<file path="src/rtl/dram_ctrl_pkg.sv">
package dram_ctrl_pkg;
  typedef enum logic [1:0] {
    CMD_NOP = 2'd0,
    CMD_ACT = 2'd1,
    CMD_RD  = 2'd2,
    CMD_PRE = 2'd3
  } dram_cmd_e;
endpackage

</file>
<file path="src/rtl/dram_bank_state.sv">
module dram_bank_state #(
  parameter int ROW_W = 8,
  parameter int T_RCD = 9,
  parameter int T_RAS = 28,
  parameter int T_RP  = 9
) (
  input  logic             clk_i,
  input  logic             rst_ni,
  input  logic             act_i,
  input  logic             pre_i,
  input  logic             rd_i,
  input  logic [ROW_W-1:0] act_row_i,
  output logic             open_o,
  output logic [ROW_W-1:0] row_o,
  output logic             rcd_ok_o,
  output logic             ras_ok_o,
  output logic             rp_ok_o
);
  localparam int RCD_W = $clog2(T_RCD + 1);
  localparam int RAS_W = $clog2(T_RAS + 1);
  localparam int RP_W  = $clog2(T_RP + 1);

  logic [RCD_W-1:0] rcd_cnt;
  logic [RAS_W-1:0] ras_cnt;
  logic [RP_W-1:0]  rp_cnt;

  always_ff @(posedge clk_i or negedge rst_ni) begin
    if (!rst_ni) begin
      open_o  <= 1'b0;
      row_o   <= '0;
      rcd_cnt <= '0;
      ras_cnt <= '0;
      rp_cnt  <= '0;
    end else begin
      if (act_i) begin
        open_o  <= 1'b1;
        row_o   <= act_row_i;
        rcd_cnt <= RCD_W'(T_RCD - 1);
        ras_cnt <= RAS_W'(T_RAS - 1);
      end else begin
        if (rcd_cnt != '0) rcd_cnt <= rcd_cnt - 1'b1;
        if (ras_cnt != '0) ras_cnt <= ras_cnt - 1'b1;
      end
      if (pre_i) begin
        open_o <= 1'b0;
        rp_cnt <= RP_W'(T_RP - 1);
      end else if (rp_cnt != '0) begin
        rp_cnt <= rp_cnt - 1'b1;
      end
    end
  end

  assign rcd_ok_o = (rcd_cnt == '0);
  assign ras_ok_o = (ras_cnt == '0);
  assign rp_ok_o  = (rp_cnt == '0);

  assert_act_opens_R3: assert property (@(posedge clk_i) disable iff (!rst_ni)
    act_i |=> open_o && (row_o == $past(act_row_i)));
  assert_act_closed_R5: assert property (@(posedge clk_i) disable iff (!rst_ni)
    act_i |-> !open_o && rp_ok_o);
  assert_pre_after_ras_R5: assert property (@(posedge clk_i) disable iff (!rst_ni)
    pre_i |-> open_o && ras_ok_o);
  assert_rd_after_rcd_R3: assert property (@(posedge clk_i) disable iff (!rst_ni)
    rd_i |-> open_o && rcd_ok_o);
endmodule

</file>
<file path="src/rtl/dram_rd_timer.sv">
module dram_rd_timer #(
  parameter int T_CL      = 9,
  parameter int BURST_CYC = 4
) (
  input  logic clk_i,
  input  logic rst_ni,
  input  logic rd_issue_i,
  output logic rd_valid_o
);
  localparam int BC_W = $clog2(BURST_CYC + 1);

  logic [T_CL:0]   pipe_q;   // bit k set k cycles after READ shows on cmd_o
  logic [BC_W-1:0] burst_cnt;
  logic            start;

  assign start = pipe_q[T_CL];

  always_ff @(posedge clk_i or negedge rst_ni) begin
    if (!rst_ni) begin
      pipe_q    <= '0;
      burst_cnt <= '0;
    end else begin
      pipe_q <= {pipe_q[T_CL-1:0], rd_issue_i};
      if (start)                burst_cnt <= BC_W'(BURST_CYC - 1);
      else if (burst_cnt != '0) burst_cnt <= burst_cnt - 1'b1;
    end
  end

  assign rd_valid_o = start || (burst_cnt != '0);

  assert_no_burst_overlap_R7: assert property (@(posedge clk_i) disable iff (!rst_ni)
    start |-> burst_cnt == '0);
endmodule

</file>
<file path="src/rtl/dram_bank_ctrl.sv">
module dram_bank_ctrl
  import dram_ctrl_pkg::*;
#(
  parameter int NUM_BANKS = 4,
  parameter int ROW_W     = 8,
  parameter int COL_W     = 6,
  parameter int T_RCD     = 9,
  parameter int T_CL      = 9,
  parameter int T_RAS     = 28,
  parameter int T_RP      = 9,
  parameter int BURST_CYC = 4,
  localparam int BANK_W   = $clog2(NUM_BANKS),
  localparam int ADDR_W   = BANK_W + ROW_W + COL_W,
  localparam int CA_W     = (ROW_W > COL_W) ? ROW_W : COL_W
) (
  input  logic              clk_i,
  input  logic              rst_ni,
  input  logic              req_valid_i,
  input  logic [ADDR_W-1:0] req_addr_i,
  output logic              req_ready_o,
  output logic [1:0]        cmd_o,
  output logic [BANK_W-1:0] cmd_bank_o,
  output logic [CA_W-1:0]   cmd_addr_o,
  output logic              rd_valid_o
);
  localparam int RR_W = $clog2(BURST_CYC + 1);

  logic              head_v;
  logic [BANK_W-1:0] head_bank;
  logic [ROW_W-1:0]  head_row;
  logic [COL_W-1:0]  head_col;

  logic [NUM_BANKS-1:0] bk_open, bk_rcd_ok, bk_ras_ok, bk_rp_ok;
  logic [ROW_W-1:0]     bk_row [NUM_BANKS];
  logic [RR_W-1:0]      rr_cnt;

  logic hit, issue_act, issue_pre, issue_rd;
  dram_cmd_e cmd_q;

  assign req_ready_o = !head_v;

  assign hit       = bk_open[head_bank] && (bk_row[head_bank] == head_row);
  assign issue_act = head_v && !bk_open[head_bank] && bk_rp_ok[head_bank];
  assign issue_pre = head_v && bk_open[head_bank] && !hit && bk_ras_ok[head_bank];
  assign issue_rd  = head_v && hit && bk_rcd_ok[head_bank] && (rr_cnt == '0);

  for (genvar g = 0; g < NUM_BANKS; g++) begin : g_bank
    logic sel;
    assign sel = (head_bank == BANK_W'(g));
    dram_bank_state #(
      .ROW_W(ROW_W), .T_RCD(T_RCD), .T_RAS(T_RAS), .T_RP(T_RP)
    ) u_bank (
      .clk_i     (clk_i),
      .rst_ni    (rst_ni),
      .act_i     (issue_act && sel),
      .pre_i     (issue_pre && sel),
      .rd_i      (issue_rd && sel),
      .act_row_i (head_row),
      .open_o    (bk_open[g]),
      .row_o     (bk_row[g]),
      .rcd_ok_o  (bk_rcd_ok[g]),
      .ras_ok_o  (bk_ras_ok[g]),
      .rp_ok_o   (bk_rp_ok[g])
    );
  end

  always_ff @(posedge clk_i or negedge rst_ni) begin
    if (!rst_ni) begin
      head_v    <= 1'b0;
      head_bank <= '0;
      head_row  <= '0;
      head_col  <= '0;
      rr_cnt    <= '0;
    end else begin
      if (issue_rd) begin
        head_v <= 1'b0;
      end else if (req_valid_i && req_ready_o) begin
        head_v                          <= 1'b1;
        {head_bank, head_row, head_col} <= req_addr_i;
      end
      if (issue_rd)           rr_cnt <= RR_W'(BURST_CYC - 1);
      else if (rr_cnt != '0)  rr_cnt <= rr_cnt - 1'b1;
    end
  end

  always_ff @(posedge clk_i or negedge rst_ni) begin
    if (!rst_ni) begin
      cmd_q      <= CMD_NOP;
      cmd_bank_o <= '0;
      cmd_addr_o <= '0;
    end else begin
      cmd_q      <= CMD_NOP;
      cmd_bank_o <= head_bank;
      cmd_addr_o <= '0;
      if (issue_act) begin
        cmd_q      <= CMD_ACT;
        cmd_addr_o <= CA_W'(head_row);
      end else if (issue_pre) begin
        cmd_q      <= CMD_PRE;
      end else if (issue_rd) begin
        cmd_q      <= CMD_RD;
        cmd_addr_o <= CA_W'(head_col);
      end
    end
  end

  assign cmd_o = cmd_q;

  dram_rd_timer #(.T_CL(T_CL), .BURST_CYC(BURST_CYC)) u_rd_timer (
    .clk_i      (clk_i),
    .rst_ni     (rst_ni),
    .rd_issue_i (issue_rd),
    .rd_valid_o (rd_valid_o)
  );

  assert_hold_head_R8: assert property (@(posedge clk_i) disable iff (!rst_ni)
    head_v && !issue_rd |=> head_v && $stable(head_row) && $stable(head_bank));
  assert_hit_reads_R4: assert property (@(posedge clk_i) disable iff (!rst_ni)
    issue_rd |=> cmd_o == 2'd2);
endmodule

</file>
<file path="config.mk">
export PLATFORM = sky130hd
export DESIGN_NAME = dram_bank_ctrl
export DESIGN_NICKNAME = d
export VERILOG_FILES = /design/src/rtl/dram_ctrl_pkg.sv /design/src/rtl/dram_bank_state.sv /design/src/rtl/dram_rd_timer.sv /design/src/rtl/dram_bank_ctrl.sv
export SDC_FILE = /design/constraint.sdc
export NUM_CORES = 1
export LEC_CHECK = 0
export BUFFER_PORTS_ARGS = -buffer_cell sky130_fd_sc_hd__clkbuf_2
export CORE_AREA = 5 5 126 128
export DETAILED_ROUTE_END_ITERATION = 8
export DIE_AREA = 0 0 131 133
export PLACE_DENSITY = 0.62
export SYNTH_ARGS = -nofsm -noshare
export SYNTH_HDL_FRONTEND = slang
export SYNTH_HIERARCHICAL = 1
export SYNTH_SLANG_ARGS = --single-unit
export TNS_END_PERCENT = 10
</file>
<file path="constraint.sdc">
create_clock -name clk_i -period 2.45 [get_ports clk_i]
set_input_delay 0.49 -clock clk_i [delete_from_list [all_inputs] [get_ports clk_i]]
set_output_delay 0.49 -clock clk_i [all_outputs]
set_load 0.01 [all_outputs]
</file>
# After elaboration in Yosys (flattened, before gate mapping)
# Cells that the tools add are included.
[totals]
wordCells = 177
rom_bits = 0
reg_bits = 133
n_memories = 0
ram_bits = 0
latchBits = 0
[op_classes]
order_cmp = 2
add_sub_neg = 14
eq_ne = 4
reduce_logical = 70
n_shift = 0
n_div = 0
n_mul = 0
n_bitwise = 2
mux = 55
[ops]
columns = ["operator", "n"]
rows = [
  ["4-bit 2-to-1 mux", 16],
  ["5-bit 2-to-1 mux", 8],
  ["2-bit nonzero test", 19],
  ["4-bit logical NOT", 8],
  ["4-bit nonzero test", 8],
  ["4-bit by 1-bit subtractor with 4-bit output (second input constant)", 8],
  ["8-bit 2-to-1 mux", 3],
  ["5-bit logical NOT", 4],
  ["5-bit nonzero test", 4],
  ["5-bit by 1-bit subtractor with 5-bit output (second input constant)", 4],
  ["1-bit logical AND", 18],
  ["8-bit binary-select mux with 2-bit select", 1],
  ["1-bit 2-to-1 mux", 14],
  ["3-bit 2-to-1 mux", 4],
  ["6-bit 2-to-1 mux", 2],
  ["1-bit binary-select mux with 2-bit select", 4],
  ["8-bit equality test", 1],
  ["2-bit 2-to-1 mux", 3],
  ["3-bit nonzero test", 2],
  ["3-bit by 1-bit subtractor with 3-bit output (second input constant)", 2],
  ["2-bit equality test (second input constant)", 2],
  ["3-bit greater-or-equal comparator (second input constant)", 1],
  ["1-bit logical NOT", 3],
  ["3-bit logical NOT", 1],
  ["7 further kinds", 7],
]

# Longest topological paths before layout
# Gate-level depths: netlist (run 1).
[depth]
ltp_word = 12
depth_mapped = 11

# Modules after synthesis
# The synthesis (run 1) kept the hierarchy.
[by_module_without_submodules]
columns = ["module", "area_each_um2", "cells_each", "n_inst"]
rows = [
  ["dram_bank_state", 1019.7, 81, 4],
  ["dram_bank_ctrl", 1860.5, 141, 1],
  ["dram_rd_timer", 436.7, 28, 1],
]

# Least setup slack after synthesis (run 1)
# No wires, ideal clock.
[synth_path]
path_type = "flip-flop to flip-flop"
from = "reg g_bank[1].u_bank.rp_cnt[0]"
to = "reg g_bank[0].u_bank.row_o[0]"
setup_slack_ns = -0.097
arrival_ns = 2.422
required_ns = 2.325
setup_ns = 0.125
path_stages_with_launch = 10
n_path_buf = 2
path_cell_list = "dfrtp_1 > inv_1 > ha_1 > nor3b_4 > mux4_1 > nor3b_1 > clkbuf_1 > nor3b_1 > buf_2 > mux2_2"
[synth_between]
elab_chain_len = 5
[synth_rtl]
columns = ["element", "line", "rtl"]
rows = [
  ["start: declaration", "dram_bank_state.sv:25", "logic [RP_W-1:0] rp_cnt;"],
  ["start signal: assignment", "dram_bank_state.sv:46", "rp_cnt <= RP_W'(T_RP - 1);"],
  ["start signal: assignment", "dram_bank_state.sv:48", "rp_cnt <= rp_cnt - 1'b1;"],
  ["4-bit logical NOT", "dram_bank_state.sv:55", "assign rp_ok_o = (rp_cnt == '0);"],
  ["net bk_rp_ok[1]", "dram_bank_ctrl.sv:33", "logic [NUM_BANKS-1:0] bk_open, bk_rcd_ok, bk_ras_ok, bk_rp_ok;"],
  ["1-bit binary-select mux with 2-bit select", "dram_bank_ctrl.sv:43", "assign issue_act = head_v && !bk_open[head_bank] && bk_rp_ok[head_bank];"],
  ["1-bit 2-to-1 mux (not written as such)", "dram_bank_ctrl.sv:43", ""],
  ["1-bit logical AND", "dram_bank_ctrl.sv:43", ""],
  ["1-bit logical AND", "dram_bank_ctrl.sv:55", ".act_i (issue_act && sel),"],
  ["end signal: assignment", "dram_bank_state.sv:37", "row_o <= act_row_i;"],
  ["end: declaration", "dram_bank_state.sv:14", "output logic [ROW_W-1:0] row_o,"],
]
# The timed path passes the listed nets, and every way through them passes these cells. The select of a mux whose other input is x is not followed.
# A chain may end at the register's enable or synchronous reset.

# Worst setup path after layout (run 1)
[layout_path]
from = "reg g_bank[1].u_bank.rp_cnt[1]"
to = "reg g_bank[0].u_bank.row_o[6]"
# Same word-level chain as after synthesis.

==> results of run 1 <==
-- worst max-delay path: cells and delay by family (launching register included) --
family,cells,cell delay (ns)
adder cells (fa/ha/maj),1,0.17
buffers and inverters,2,0.25
flip-flops,1,0.39
multiplexers,2,0.60
AND/OR/NAND/NOR,3,0.79
-- metrics by stage --
step	power [W]	setup slack, ns	instances
after global placement	0.00678	0.0106	723
after detailed placement	0.00703	0.0121	723
after global routing	0.0102	0.00447	756
after floorplan	0.00613	0.0192	489
final	0.00948	0.137	756
after CTS	0.00954	0.0151	755
-- layout by cell type (no fill, tap or decap), types with 3 or more instances in the layout --
cell type and count:
inv_1 24, nor3_1 19, a211o_1 8, clkbuf_1 3, xor2_1 6, a21oi_1 12, clkinv_2 3, a211oi_1 8
mux2i_1 16, o21ai_0 4, or3_1 12, and2b_1 4, nor4b_4 4, nor3b_4 10, clkbuf_2 31, nor2_1 26
and3_1 4, a21o_1 4, o31ai_1 4, mux2_2 48, clkbuf_16 17, buf_4 25, inv_2 7, nor2b_1 15
dfrtp_1 132, a22o_1 6, buf_12 8, clkinvlp_4 4, nand2b_1 11, mux4_2 4, xnor2_1 26, ha_1 20
nor3b_1 6, or2b_1 4
-- power breakdown --
| part | total, W | internal, W | switching (W) |
|---|---|---|---|
| clock | 0.00244 | 0.00149 | 0.000945 |
| sequential | 0.00369 | 0.00304 | 0.000647 |
| combinational | 0.00335 | 0.00182 | 0.00153 |
| total | 0.00948 | 0.00636 | 0.00312 |
-- what timing repair did --
| action | CTS | global route |
|---|---|---|
| setup endpoints to repair | 8 | 47 |
| pin swaps | 0 | 1 |
| hold endpoints to repair | 0 | 0 |
| buffers inserted | 0 | 1 |
| gates resized for setup | 2 | 18 |
-- sequential cells by signal (all words and copies together), names as in the netlist, 3 cells and up --
register,count
g_bank.u_bank/rp_cnt,16
cmd_addr_o,8
u_rd_timer/burst_cnt,3
rr_cnt,3
g_bank.u_bank/row_o,32
head_col,6
u_rd_timer/pipe_q,10
g_bank.u_bank/open_o,4
head_row,8
g_bank.u_bank/rcd_cnt,16
g_bank.u_bank/ras_cnt,20
-- worst paths after layout --
| check | depth (start not counted) | slack, ns | to |
|---|---|---|---|
| hold reg to reg | 0 | 0.35 | u_rd_timer/pipe_q[3] |
| min in group clk_i | 2 | 0.30 | head_row[2] |
| setup reg to reg | 8 | 0.14 | g_bank[0].u_bank/row_o[6] |
| hold / removal | 1 | 0.06 | g_bank[2].u_bank/ras_cnt[4] |
| max in group asynchronous | 2 | 1.75 | u_rd_timer/pipe_q[8] |
| setup / recovery | 8 | 0.14 | g_bank[0].u_bank/row_o[6] |
-- area by class of cell --
type	count	share of cell area (%)
Timing Repair Buffer	66	6.91
Multi-Input combinational cell	306	37.2
Inverter	31	1.53
Tap cell	188	3.09
Clock buffer	20	5.74
Sequential cell	133	43.8
Clock inverter	12	1.73
-- routing by layer --
| metal | part of all wire [%] | track usage (%) |
|---|---|---|
| met1 | 45 | 19.8 |
| met4 | 2.5 | 7.49 |
| met3 | 2.8 | 3.51 |
| met5 | 0 | 0 |
| met2 | 50 | 23.4 |
==> run_results.csv, run 1 <==
group,metric,value,unit
outcome,status,"finished clean",
sta,min_period_over_period,94.4,%
clock_network,clk_latency,0.42,ns
cells_and_area,final_nets,598,
setup_path,cp-startpoint,"g_bank[1].u_bank/rp_cnt[1]",
setup_path,worstPathRequired,2.75,ns
cells_and_area,stdcell_area,7600,sq um
routing,via_per_inst,5.11,
sta,tightest_slew,0.601,ns
clock_network,clockRootBuffer,"clkbuf_16",
power_and_ir_drop,power_density,1250,nW/um^2
power_and_ir_drop,leakage,3.56,nW
routing,routedWlPerCell,15.7,um
clock_network,clock_tree.buffer_depth,2,
routing,drt_iter0_drc,154,
die,core,14800,sq um
cells_and_area,syn_to_final_growth,19.9,%
flow_run,max_cap_violations,0,
sta,setup_violations,0,
setup_path,crit_top_cell,"nor3b_4",
worst_hold_path,hp-class,"input port to asynchronous set/reset pin",
setup_path,reg2reg_from,"g_bank[1].u_bank/rp_cnt[1]",
die,initial_core_util,43.0,%
placed_design,dp_hpwl,8320,um
die,fp.dieArea,17400,sq um
setup_path,worstPathMaxFanout,6,
power_and_ir_drop,vdd_ir_drop_max,0.621,mV
synth,syn_nets,532,
global_route,grt_max_degree,63,
cells_and_area,final_util,51.5,%
global_route,antenna_found_initial,0,
sta,hold_violations,0,
sta,fin_hold_ws,0.0554,ns
setup_path,cp-start-kind,"flip-flop",
cells_and_area,n_antenna_cell,0,
setup_path,cp-end-kind,"flip-flop",
sta,post-route-min-period,2.31,ns
sta,slew_viol_final,0,
die,die_h,133,um
cells_and_area,drive_above_1_share,32.2,%
clock_network,numCtsBuffers,17,
setup_path,crit_arrival,2.61,ns
routing,ant_nets,0,
global_route,groute.usage.overall,15.1,%
setup_path,crit_type,"flip-flop to flip-flop",
cells_and_area,regArea,3330,sq um
sta,final.setup.tns,0,ns
routing,drtPass1Iterations,4,
synth,ys_warn_count,6,
clock_network,cts_htree_levels,4,
die,chipWidth,131,um
cells_and_area,fill_cells,1279,
synth,syn_area_per_cell,13.0,sq um
sta,clock.fmax,432,MHz
routing,wl,11800,um
placed_design,place_area,6960,sq um
setup_path,critPathSlowestCell,"dfrtp_1",
routing,vias,3864,
routing,route.detailed.drc,0,
setup_path,max_stage_delay,0.39,ns
clock_network,path_clk_slew,0.06,ns
clock_network,tritoncts,"done",
synth,syn-cell-area,6340,sq um
setup_path,cp_cell_sequence,"inv_2, ha_2, nor3b_4, mux4_2, nor3b_4, nor3b_4, buf_12, mux2_2",
cells_and_area,multi_input_area,2830,sq um
clock_network,cts.sinks,133,
global_route,grt_pass1_vias,4181,
sta,clock_skew,0.00671,ns
sta,maxSlewHeadroom,59.9,%
synth,synthCells,489,
global_route,grt-ovfl-total,0,
sta,rsz0062_at_grt,"false",
placed_design,io_buffers,32,
die,rows,45,
clock_network,cts.hold.buffers_added,0,
die,io_pins,33,
placed_design,gp_congestion,0.806,
global_route,grt_first_pass_wirelength,20600,um
Power figures use the tool's default switching activity.
==> run 2, diff against run 1 <==
--- a/config.mk
+++ b/config.mk
@@ -9,7 +9,7 @@
 export CORE_AREA = 5 5 126 128
 export DETAILED_ROUTE_END_ITERATION = 8
 export DIE_AREA = 0 0 131 133
-export PLACE_DENSITY = 0.62
+export PLACE_DENSITY = 0.59
 export SYNTH_ARGS = -nofsm -noshare
 export SYNTH_HDL_FRONTEND = slang
 export SYNTH_HIERARCHICAL = 1
==> run 2 against run 1 <==
Register-to-register slack barely moved. Utilization up 0.91 points. Hold slack better by 0.014 ns. Combinational power increased by 5%. Sequential power hardly changed. Worst setup slack got worse by 0.0054 ns. Die area is the same. Global-route usage down 0.45 points. Maximum frequency decreased by 0.23%. Cell count up 2.5%. Clock power barely moved. First-iteration DRC count up 60%. Critical path type unchanged. Critical endpoint is now g_bank[2].u_bank/rp_cnt[3]. Largest cell class unchanged.
==> run_results.csv, run 2 (same netlist as run 1, synthesis figures left out) <==
group,metric,value,unit
worst_hold_path,hp-class,"input port to asynchronous set/reset pin",
setup_path,reg2reg_from,"head_bank[0]",
die,fp.dieArea,17400,sq um
cells_and_area,regArea,3330,sq um
routing,drt_iter0_drc,246,
sta,clock_skew,0.00715,ns
power_and_ir_drop,vdd_ir_drop_max,0.557,mV
setup_path,worstPathRequired,2.75,ns
cells_and_area,syn_to_final_growth,22.0,%
placed_design,placed_cells,728,
setup_path,r2r_end,"g_bank[2].u_bank/rp_cnt[3]",
routing,route.detailed.drc,0,
power_and_ir_drop,leakage,3.65,nW
sta,layout_setup_ws,0.132,ns
die,die_h,133,um
flow_run,max_cap_violations,0,
clock_network,numCtsBuffers,17,
cells_and_area,n_antenna_cell,0,
sta,maxSlewHeadroom,58.5,%
die,chipWidth,131,um
die,rows,45,
cells_and_area,final_nets,618,
clock_network,clk_latency,0.41,ns
cells_and_area,largest_register_ffs,32,
cells_and_area,top_regs,"g_bank.u_bank/row_o (32), g_bank.u_bank/ras_cnt (20)",
sta,setup_violations,0,
cells_and_area,drive_above_1_share,35.1,%
setup_path,crit_arrival,2.61,ns
routing,drtPass1Iterations,4,
setup_path,r2r_slack,0.13,ns
routing,via_per_inst,5.07,
power_and_ir_drop,power_density,1250,nW/um^2
cells_and_area,fin_cells,775,
routing,vias,3927,
global_route,groute.usage.overall,14.7,%
sta,slew_viol_final,0,
die,initial_core_util,43.0,%
global_route,grt_pass1_vias,4210,
sta,clock.fmax,431,MHz
global_route,antenna_found_initial,0,
cells_and_area,stdcell_area,7730,sq um
sta,hold_violations,0,
sta,tightest_slew,0.623,ns
routing,routedWlPerCell,15.4,um
placed_design,dp_worst_setup_slack,-0.0226,ns
routing,ant_nets,0,
clock_network,cts_htree_levels,4,
placed_design,place_area,6950,sq um
cells_and_area,top_register,"g_bank.u_bank/row_o",
global_route,grt_max_degree,64,
sta,post-route-min-period,2.32,ns
sta,min_period_over_period,94.6,%
placed_design,dp_hpwl,8090,um
clock_network,cts.hold.buffers_added,0,
placed_design,gp_congestion,0.718,
setup_path,reg2regPathDepth,7,
clock_network,clockRootBuffer,"clkbuf_16",
cells_and_area,final_common_cell,"dfrtp_1",
clock_network,clock_tree.buffer_depth,2,
die,core,14800,sq um
setup_path,cp-end-kind,"flip-flop",
clock_network,cts.sinks,133,
clock_network,tritoncts,"done",
setup_path,crit_type,"flip-flop to flip-flop",
die,io_pins,33,
placed_design,io_buffers,32,
global_route,grt_first_pass_wirelength,20100,um
global_route,grt-ovfl-total,0,
cells_and_area,final_cell_mix,"132 x dfrtp_1, 48 x mux2_2, 48 x buf_4",
power_and_ir_drop,power,0.00965,W
outcome,status,"finished clean",
routing,wl,11900,um
sta,rsz0062_at_grt,"false",
cells_and_area,fill_cells,1251,
setup_path,worstPathMaxFanout,9,
setup_path,cp-start-kind,"flip-flop",
clock_network,path_clk_slew,0.05,ns
cells_and_area,multi_input_area,2850,sq um
[run 2: cell types whose count changed in the layout (fill, tap and decap cells not counted), moves of 2 or more]
cell,before,now
ha_4,2,4
clkinv_4,2,4
buf_4,25,48
buf_12,8,3
clkinv_2,3,1
ha_2,2,0
[run 2: worst max-delay path by stage]
stage,startpoint,slack [ns],cells after the start,endpoint
finish,head_bank[0],0.13,7,g_bank[2].u_bank/rp_cnt[3]
global route,g_bank[3].u_bank/rp_cnt[0],0.005,8,g_bank[0].u_bank/row_o[2]
CTS,g_bank[2].u_bank/rp_cnt[0],0.03,8,g_bank[1].u_bank/row_o[6]
detailed placement,head_bank[0],-0.02,7,g_bank[2].u_bank/rp_cnt[3]
global placement,head_bank[0],0.01,7,g_bank[0].u_bank/rp_cnt[3]
floorplan,g_bank[1].u_bank/rp_cnt[0],0.02,9,g_bank[0].u_bank/row_o[0]
[run 2: through the flow]
step / TNS, ns / hold WS [ns] / util [%]
after global placement: 0 / 0.335 / 47.1
final: 0 / 0.0692 / 52.4
after detailed placement: -0.0452 / 0.336 / 47.1
after floorplan: 0 / 0.194 / -
after global routing: 0 / 0.113 / 52.4
after CTS: 0 / 0.0873 / 51.1
[run 2: worst max-delay path: stages (launching register included)]
cell and delay, ns:
dfrtp_2 0.49, mux4_2 0.58, xnor2_2 0.16, o211ai_2 0.13, o31ai_4 0.36, nor3b_1 0.11
buf_4 0.17, a211o_1 0.22
[run 2: cell type report]
| type | instances | share of cell area (%) |
|---|---|---|
| clock inverter | 11 | 1.68 |
| multi-input combinational | 306 | 36.9 |
| inverter | 31 | 1.50 |
| tap | 188 | 3.04 |
| sequential | 133 | 43.0 |
| clock buffer | 20 | 5.77 |
| timing repair buffer | 86 | 8.07 |
[run 2: repair_timing]
action,CTS,global route
buffers inserted,0,16
pin swaps,0,2
hold endpoints to repair,0,0
setup endpoints to repair,12,54
resized for setup,2,26
[run 2: where the power goes]
part           switching (W)  total (W)  leakage (nW)  internal (W)
clock network       0.000927    0.00245         0.268       0.00152
logic                0.00157    0.00351          1.71       0.00194
registers           0.000656    0.00370          1.67       0.00304
[run 2: layer usage]
layer	vias to the layer above	global-route usage (%)	part of all wire (%)
met5	-	0	0
met2	38	23.2	50
li1	1880	-	-
met4	0	5.71	1.9
met3	19	3.43	2.5
met1	1990	19.5	45
